**src/rtl/pow5_pkg.sv**
```systemverilog
`timescale 1ns/1ps
package pow5_pkg;

    // Number of register stages between operand and result.
    localparam int unsigned POW5_LATENCY = 4;

    // Exponent built by the stage chain: (n^2)^2 * n.
    localparam int unsigned POW5_EXP = 5;

endpackage

```
**src/rtl/pow5_mul_stage.sv**
```systemverilog
`timescale 1ns/1ps
// One registered multiply: prod is a*b, one cycle after a and b.
module pow5_mul_stage #(
    parameter int unsigned WA = 8,
    parameter int unsigned WB = 8
) (
    input  logic                clk,
    input  logic [WA-1:0]       a,
    input  logic [WB-1:0]       b,
    output logic [WA+WB-1:0]    prod
);
    localparam int unsigned WP = WA + WB;

    logic [WP-1:0] a_x;
    logic [WP-1:0] b_x;
    logic [WP-1:0] prod_d;
    logic [WP-1:0] prod_q;

    always_comb begin
        a_x    = WP'(a);
        b_x    = WP'(b);
        prod_d = a_x * b_x;
    end

    // Data path register: no reset needed, qualified by the valid chain.
    always_ff @(posedge clk) begin
        prod_q <= prod_d;
    end

    assign prod = prod_q;

endmodule

```
**src/rtl/pow5_delay.sv**
```systemverilog
`timescale 1ns/1ps
// Plain data delay line of DEPTH registers, no reset.
module pow5_delay #(
    parameter int unsigned W     = 8,
    parameter int unsigned DEPTH = 2
) (
    input  logic         clk,
    input  logic [W-1:0] din,
    output logic [W-1:0] dout
);
    logic [W-1:0] tap_d [DEPTH];
    logic [W-1:0] tap_q [DEPTH];

    genvar gi;
    generate
        for (gi = 0; gi < DEPTH; gi++) begin : g_tap
            if (gi == 0) begin : g_head
                always_comb tap_d[gi] = din;
            end else begin : g_body
                always_comb tap_d[gi] = tap_q[gi-1];
            end
            always_ff @(posedge clk) begin
                tap_q[gi] <= tap_d[gi];
            end
        end
    endgenerate

    assign dout = tap_q[DEPTH-1];

endmodule

```
**src/rtl/pow5_valid_pipe.sv**
```systemverilog
`timescale 1ns/1ps
// Valid qualifier shift chain with asynchronous active-low clear.
module pow5_valid_pipe #(
    parameter int unsigned DEPTH = 4
) (
    input  logic clk,
    input  logic rst_n,
    input  logic vin,
    output logic vout
);
    logic [DEPTH-1:0] vld_d;
    logic [DEPTH-1:0] vld_q;

    generate
        if (DEPTH == 1) begin : g_single
            always_comb vld_d = vin;
        end else begin : g_chain
            always_comb vld_d = {vld_q[DEPTH-2:0], vin};
        end
    endgenerate

    always_ff @(posedge clk or negedge rst_n) begin
        if (!rst_n) begin
            vld_q <= '0;
        end else begin
            vld_q <= vld_d;
        end
    end

    assign vout = vld_q[DEPTH-1];

endmodule

```
**src/rtl/pow5_pipe.sv**
```systemverilog
`timescale 1ns/1ps
// Fully pipelined n^5: capture, square, fourth power, fifth power.
module pow5_pipe
    import pow5_pkg::*;
#(
    parameter int unsigned N = 8
) (
    input  logic           clk,
    input  logic           rst_n,
    input  logic           in_vld,
    input  logic [N-1:0]   in_op,
    output logic           out_vld,
    output logic [5*N-1:0] out_pow
);
    localparam int unsigned W2 = 2 * N;
    localparam int unsigned W4 = 4 * N;
    localparam int unsigned W5 = W4 + N;
    // Operand must wait through the square and fourth-power stages.
    localparam int unsigned OP_WAIT = POW5_LATENCY - 2;

    typedef struct packed {
        logic [N-1:0] op;
    } cap_t;

    cap_t          cap_d;
    cap_t          cap_q;
    logic [W2-1:0] sq;
    logic [W4-1:0] p4;
    logic [N-1:0]  op_late;
    logic [W5-1:0] p5;

    // Stage 1: capture operand.
    always_comb begin
        cap_d    = cap_q;
        cap_d.op = in_op;
    end

    always_ff @(posedge clk) begin
        cap_q <= cap_d;
    end

    // Stage 2: n^2
    pow5_mul_stage #(.WA(N), .WB(N)) u_sq (
        .clk  (clk),
        .a    (cap_q.op),
        .b    (cap_q.op),
        .prod (sq)
    );

    // Operand delayed to line up with n^4.
    pow5_delay #(.W(N), .DEPTH(OP_WAIT)) u_opd (
        .clk  (clk),
        .din  (cap_q.op),
        .dout (op_late)
    );

    // Stage 3: n^4 = (n^2)^2
    pow5_mul_stage #(.WA(W2), .WB(W2)) u_p4 (
        .clk  (clk),
        .a    (sq),
        .b    (sq),
        .prod (p4)
    );

    // Stage 4: n^5 = n^4 * n
    pow5_mul_stage #(.WA(W4), .WB(N)) u_p5 (
        .clk  (clk),
        .a    (p4),
        .b    (op_late),
        .prod (p5)
    );

    pow5_valid_pipe #(.DEPTH(POW5_LATENCY)) u_vld (
        .clk   (clk),
        .rst_n (rst_n),
        .vin   (in_vld),
        .vout  (out_vld)
    );

    assign out_pow = p5;

endmodule

```
**config.mk**
```make
export PLATFORM = sky130hd
export DESIGN_NAME = pow5_pipe
export DESIGN_NICKNAME = d
export VERILOG_FILES = /design/src/rtl/pow5_pkg.sv /design/src/rtl/pow5_mul_stage.sv /design/src/rtl/pow5_delay.sv /design/src/rtl/pow5_valid_pipe.sv /design/src/rtl/pow5_pipe.sv
export SDC_FILE = /design/constraint.sdc
export NUM_CORES = 1
export LEC_CHECK = 0
export BUFFER_PORTS_ARGS = -buffer_cell sky130_fd_sc_hd__buf_4
export CAP_MARGIN = 15
export CORE_UTILIZATION = 50
export CTS_BUF_LIST = sky130_fd_sc_hd__clkbuf_8
export DETAILED_ROUTE_END_ITERATION = 8
export PLACE_DENSITY = 0.71
export SETUP_SLACK_MARGIN = 0.05
export SLEW_MARGIN = 30
export SYNTH_ARGS = -nofsm -noshare
export SYNTH_HDL_FRONTEND = slang
export SYNTH_SLANG_ARGS = --single-unit
export TNS_END_PERCENT = 1
```
**constraint.sdc**
```tcl
create_clock -name clk -period 16.75 [get_ports clk]
set_input_delay 3.35 -clock clk [delete_from_list [all_inputs] [get_ports clk]]
set_output_delay 3.35 -clock clk [all_outputs]
set_load 0.03 [all_outputs]
```
==> Implementation_results.wiki <==
{| class="wikitable"
! Metric !! Value
|-
| Result of the run || completed
|-
| Instance count of the mapped netlist || 1968
|-
| IO Count || 52
|-
| Final Slew Violations || 0
|-
| Number of antenna cells inserted || 0
|-
| Hold buffers post-CTS || 0
|-
| Final core utilization || 54.3%
|-
| Library cell occupying the most area in the post-synthesis netlist || sky130_fd_sc_hd__fa_1
|-
| Clock tree root driver cell || sky130_fd_sc_hd__clkbuf_8
|-
| Number of buffers created by CTS || 9
|-
| Share of layout cells above drive strength 1 || 4.74%
|-
| Final critical path time including I/O delays and setup || 6.42 ns
|-
| Critical path peak fanout || 16
|-
| Chip Height || 194 microns
|-
| Count of input and output buffers || 51
|-
| Cell Area, Synth || 18300 sq um
|-
| Highest-delay cell along the critical path || sky130_fd_sc_hd__dfxtp_1
|-
| Worst slew margin relative to its limit || 59.1%
|-
| Final-layout setup total negative slack || 0 ns
|-
| Worst Hold Class || reg -> reg
|-
| Standard-cell row count || 69
|-
| Worst Path Arrival || 6.78 ns
|-
| Number of distinct library cells after synthesis || 59
|-
| Async SR Flop Fraction || 3.57%
|-
| CTS tree || yes
|-
| Yosys Warn Count || 0
|-
| Post-synth EDFFs || 0
|-
| CP startpoint kind || flop
|-
| Share of the cycle needed by the critical path after routing || 38.3%
|-
| Slowest stage delay, CP || 0.68 ns
|-
| Final setup vio count || 0
|-
| Critical path class || reg -> reg
|-
| Share of synthesized area occupied by flip-flops and latches || 12.3%
|-
| H-Tree Level Count || 3
|-
| Critical Path Most Common Cell || sky130_fd_sc_hd__fa_1
|-
| Maximum operating frequency || 0.156 GHz
|-
| Avg Cell Area, Syn || 9.32 sq um
|-
| First-pass DRT Iterations || 5
|-
| Dominant cells by area after synthesis || sky130_fd_sc_hd__fa_1, sky130_fd_sc_hd__ha_1, sky130_fd_sc_hd__dfxtp_1
|-
| Worst skew pair latency || 0.44 ns
|-
| Nets || 2560
|-
| Total global routing track utilization || 21.1%
|-
| Total wire length after detailed routing || 36500 microns
|-
| Largest net degree at the start of global routing || 39
|-
| Antenna violations before repair || 0
|-
| Maximum clock path buffer count || 2
|-
| HPWL Detailed || 30400 microns
|-
| Area delta synth->final || 5.97%
|-
| Clock-pin slew of the registers on the worst-case setup and hold paths || 0.13 ns
|-
| Data required time at the worst endpoint || 17.11 ns
|-
| Routability cong. || 0.864
|-
| Core box area || 35800 sq um
|-
| Total clock sinks || 112
|-
| Worst Max-Slew Pin Slew || 0.613 ns
|-
| RSZ-0062 raised after global routing || no
|-
| Cell-by-cell listing of the critical path || nand2_1 > fa_1 > inv_1 > fa_1 > fa_1 > fa_1 > fa_1 > inv_1 > fa_1 > inv_1 > ha_1 > a21o_1 > a21o_1 > a21o_1 > or3_1 > a311oi_2 > nor3_1 > or3_1 > a21oi_2 > xnor2_1
|-
| Predominant post-synthesis flop cell || sky130_fd_sc_hd__dfxtp_1
|-
| Global-route wire length before repair || 64400 microns
|-
| Via count || 12500
|-
| Element type at the critical path end || flop
|-
| Max Cap Viol || 0
|-
| Vias in the first global route || 13900
|-
| Number of vias per cell || 5.05
|-
| Final Hold Fails || 0
|-
| Post-CTS Resized || 0
|-
| Detailed router's first-iteration violation count || 626
|-
| Number of buffers inserted by post-CTS setup repair || 0
|-
| Final routed DRC violation total || 0
|-
| Horizontal extent of the die || 194 microns
|-
| Die outline area || 37500 sq um
|-
| Overflow left after global routing || 0
|-
| Worst clock skew on the final layout || 0.0202 ns
|-
| Share of the synthesized area in the top cell type || 38.4%
|-
| Starting density of the core || 51.2%
|-
| Antenna violation net count after detailed routing || 0
|-
| Routed len/inst || 14.8 microns
|-
| Seq cells post-synth || 112
|}
worst paths after layout:
kind                                                 from  slack, ns                         end  cells after the start
worst max-delay path                 u_sq.prod[9]$_DFF_P_      10.33       u_p4.prod[28]$_DFF_P_                     20
worst min-delay path            u_opd.tap_q[0][4]$_DFF_P_       0.34  u_opd.tap_q[0][12]$_DFF_P_                      0
worst max register to register       u_sq.prod[9]$_DFF_P_      10.33       u_p4.prod[28]$_DFF_P_                     20
worst min register to register  u_opd.tap_q[0][4]$_DFF_P_       0.34  u_opd.tap_q[0][12]$_DFF_P_                      0
max in group asynchronous                           rst_n      13.99    u_vld.vld_q[0]$_DFF_PN0_                      1
min in group asynchronous                           rst_n       2.67    u_vld.vld_q[3]$_DFF_PN0_                      1
layer usage:
layer	part of all wire, %	vias to the layer above	global-route usage (%)
met5	0	-	0
met4	2.1	0	7.05
met3	3.6	55	2.88
met2	49	255	37.0
met1	45	6151	26.8
li1	-	5993	-
layout make-up:
type                       instances  area (sq um)
inverter                         455          1710
fill                            3259         16400
clock inverter                     7           101
timing repair buffer              56           420
multi-input combinational       1367         14200
tap                              461           577
sequential                       112          2270
clock buffer                       9           124
flip-flops by register name, summed over array words and instances, names as in the netlist:
register / count
u_vld.vld_q: 4
u_p5.prod: 40
u_sq.prod: 14
u_opd.tap_q: 15
u_p4.prod: 31
cap_q: 8
cells in the final DEF, fill, tap and decap left out, drive strengths merged, types with 6 or more instances in the layout:
cell	netlist	routed
xor2	25	25
nor2b	11	11
dfxtp	108	108
conb	2	17
inv	455	458
o31ai	7	7
clkbuf	47	9
a21o	38	38
nand3	15	15
nand2	201	201
fa	352	352
a21oi	65	65
and2	204	204
nor3	11	11
nand4	9	9
o21bai	13	13
nor2	62	62
o21ai	22	22
ha	196	196
xnor2	57	57
buf	2	56
o211ai	6	6
logic make-up (layout without fill, tap and decap cells):
family	Yosys count	in the layout	share of synthesized area [%]
buffers and inverters	504	527	10.3
adder cells (fa/ha/maj)	548	548	51.8
flip-flops	112	112	12.3
other	2	17	0.0409
XOR/XNOR	82	82	3.91
AND/OR/NAND/NOR	529	529	14.3
multiplexers	2	2	0.123
AO/OA/AOI/OAI	189	189	7.18
Yosys cell counts (all sizes together), types with 5 or more instances:
| master | instances |
|---|---|
| a211oi | 5 |
| fa | 352 |
| nor2 | 62 |
| o31ai | 7 |
| inv | 455 |
| clkbuf | 47 |
| ha | 196 |
| nand2 | 201 |
| dfxtp | 108 |
| xor2 | 25 |
| o21a | 5 |
| a21o | 38 |
| o21bai | 13 |
| nor3 | 11 |
| o211ai | 6 |
| nor2b | 11 |
| nand4 | 9 |
| xnor2 | 57 |
| nand2b | 5 |
| and2 | 204 |
| o21ai | 22 |
| a21oi | 65 |
| nand3 | 15 |
worst max-delay path: cells and delay by family, from the launching register on:
family,cells,cell delay (ns)
adder cells (fa/ha/maj),7,3.40
AO/OA/AOI/OAI,5,1.00
AND/OR/NAND/NOR,4,0.98
flip-flops,1,0.68
buffers and inverters,3,0.17
XOR/XNOR,1,0.12
through the flow:
stage	hold slack, ns	cells	instance area [sq um]	setup slack, ns
CTS	0.339	2467	19400	10.32
detailed placement	0.312	2451	19200	10.38
finish	0.338	2467	19400	10.33
floorplan	0.310	1983	18400	10.74
global route	0.343	2467	19400	9.95
global placement	0.312	2451	19200	10.49
Power is not shown: default switching activity piles up to over one toggle a cycle in this logic, so the estimate is an artifact.
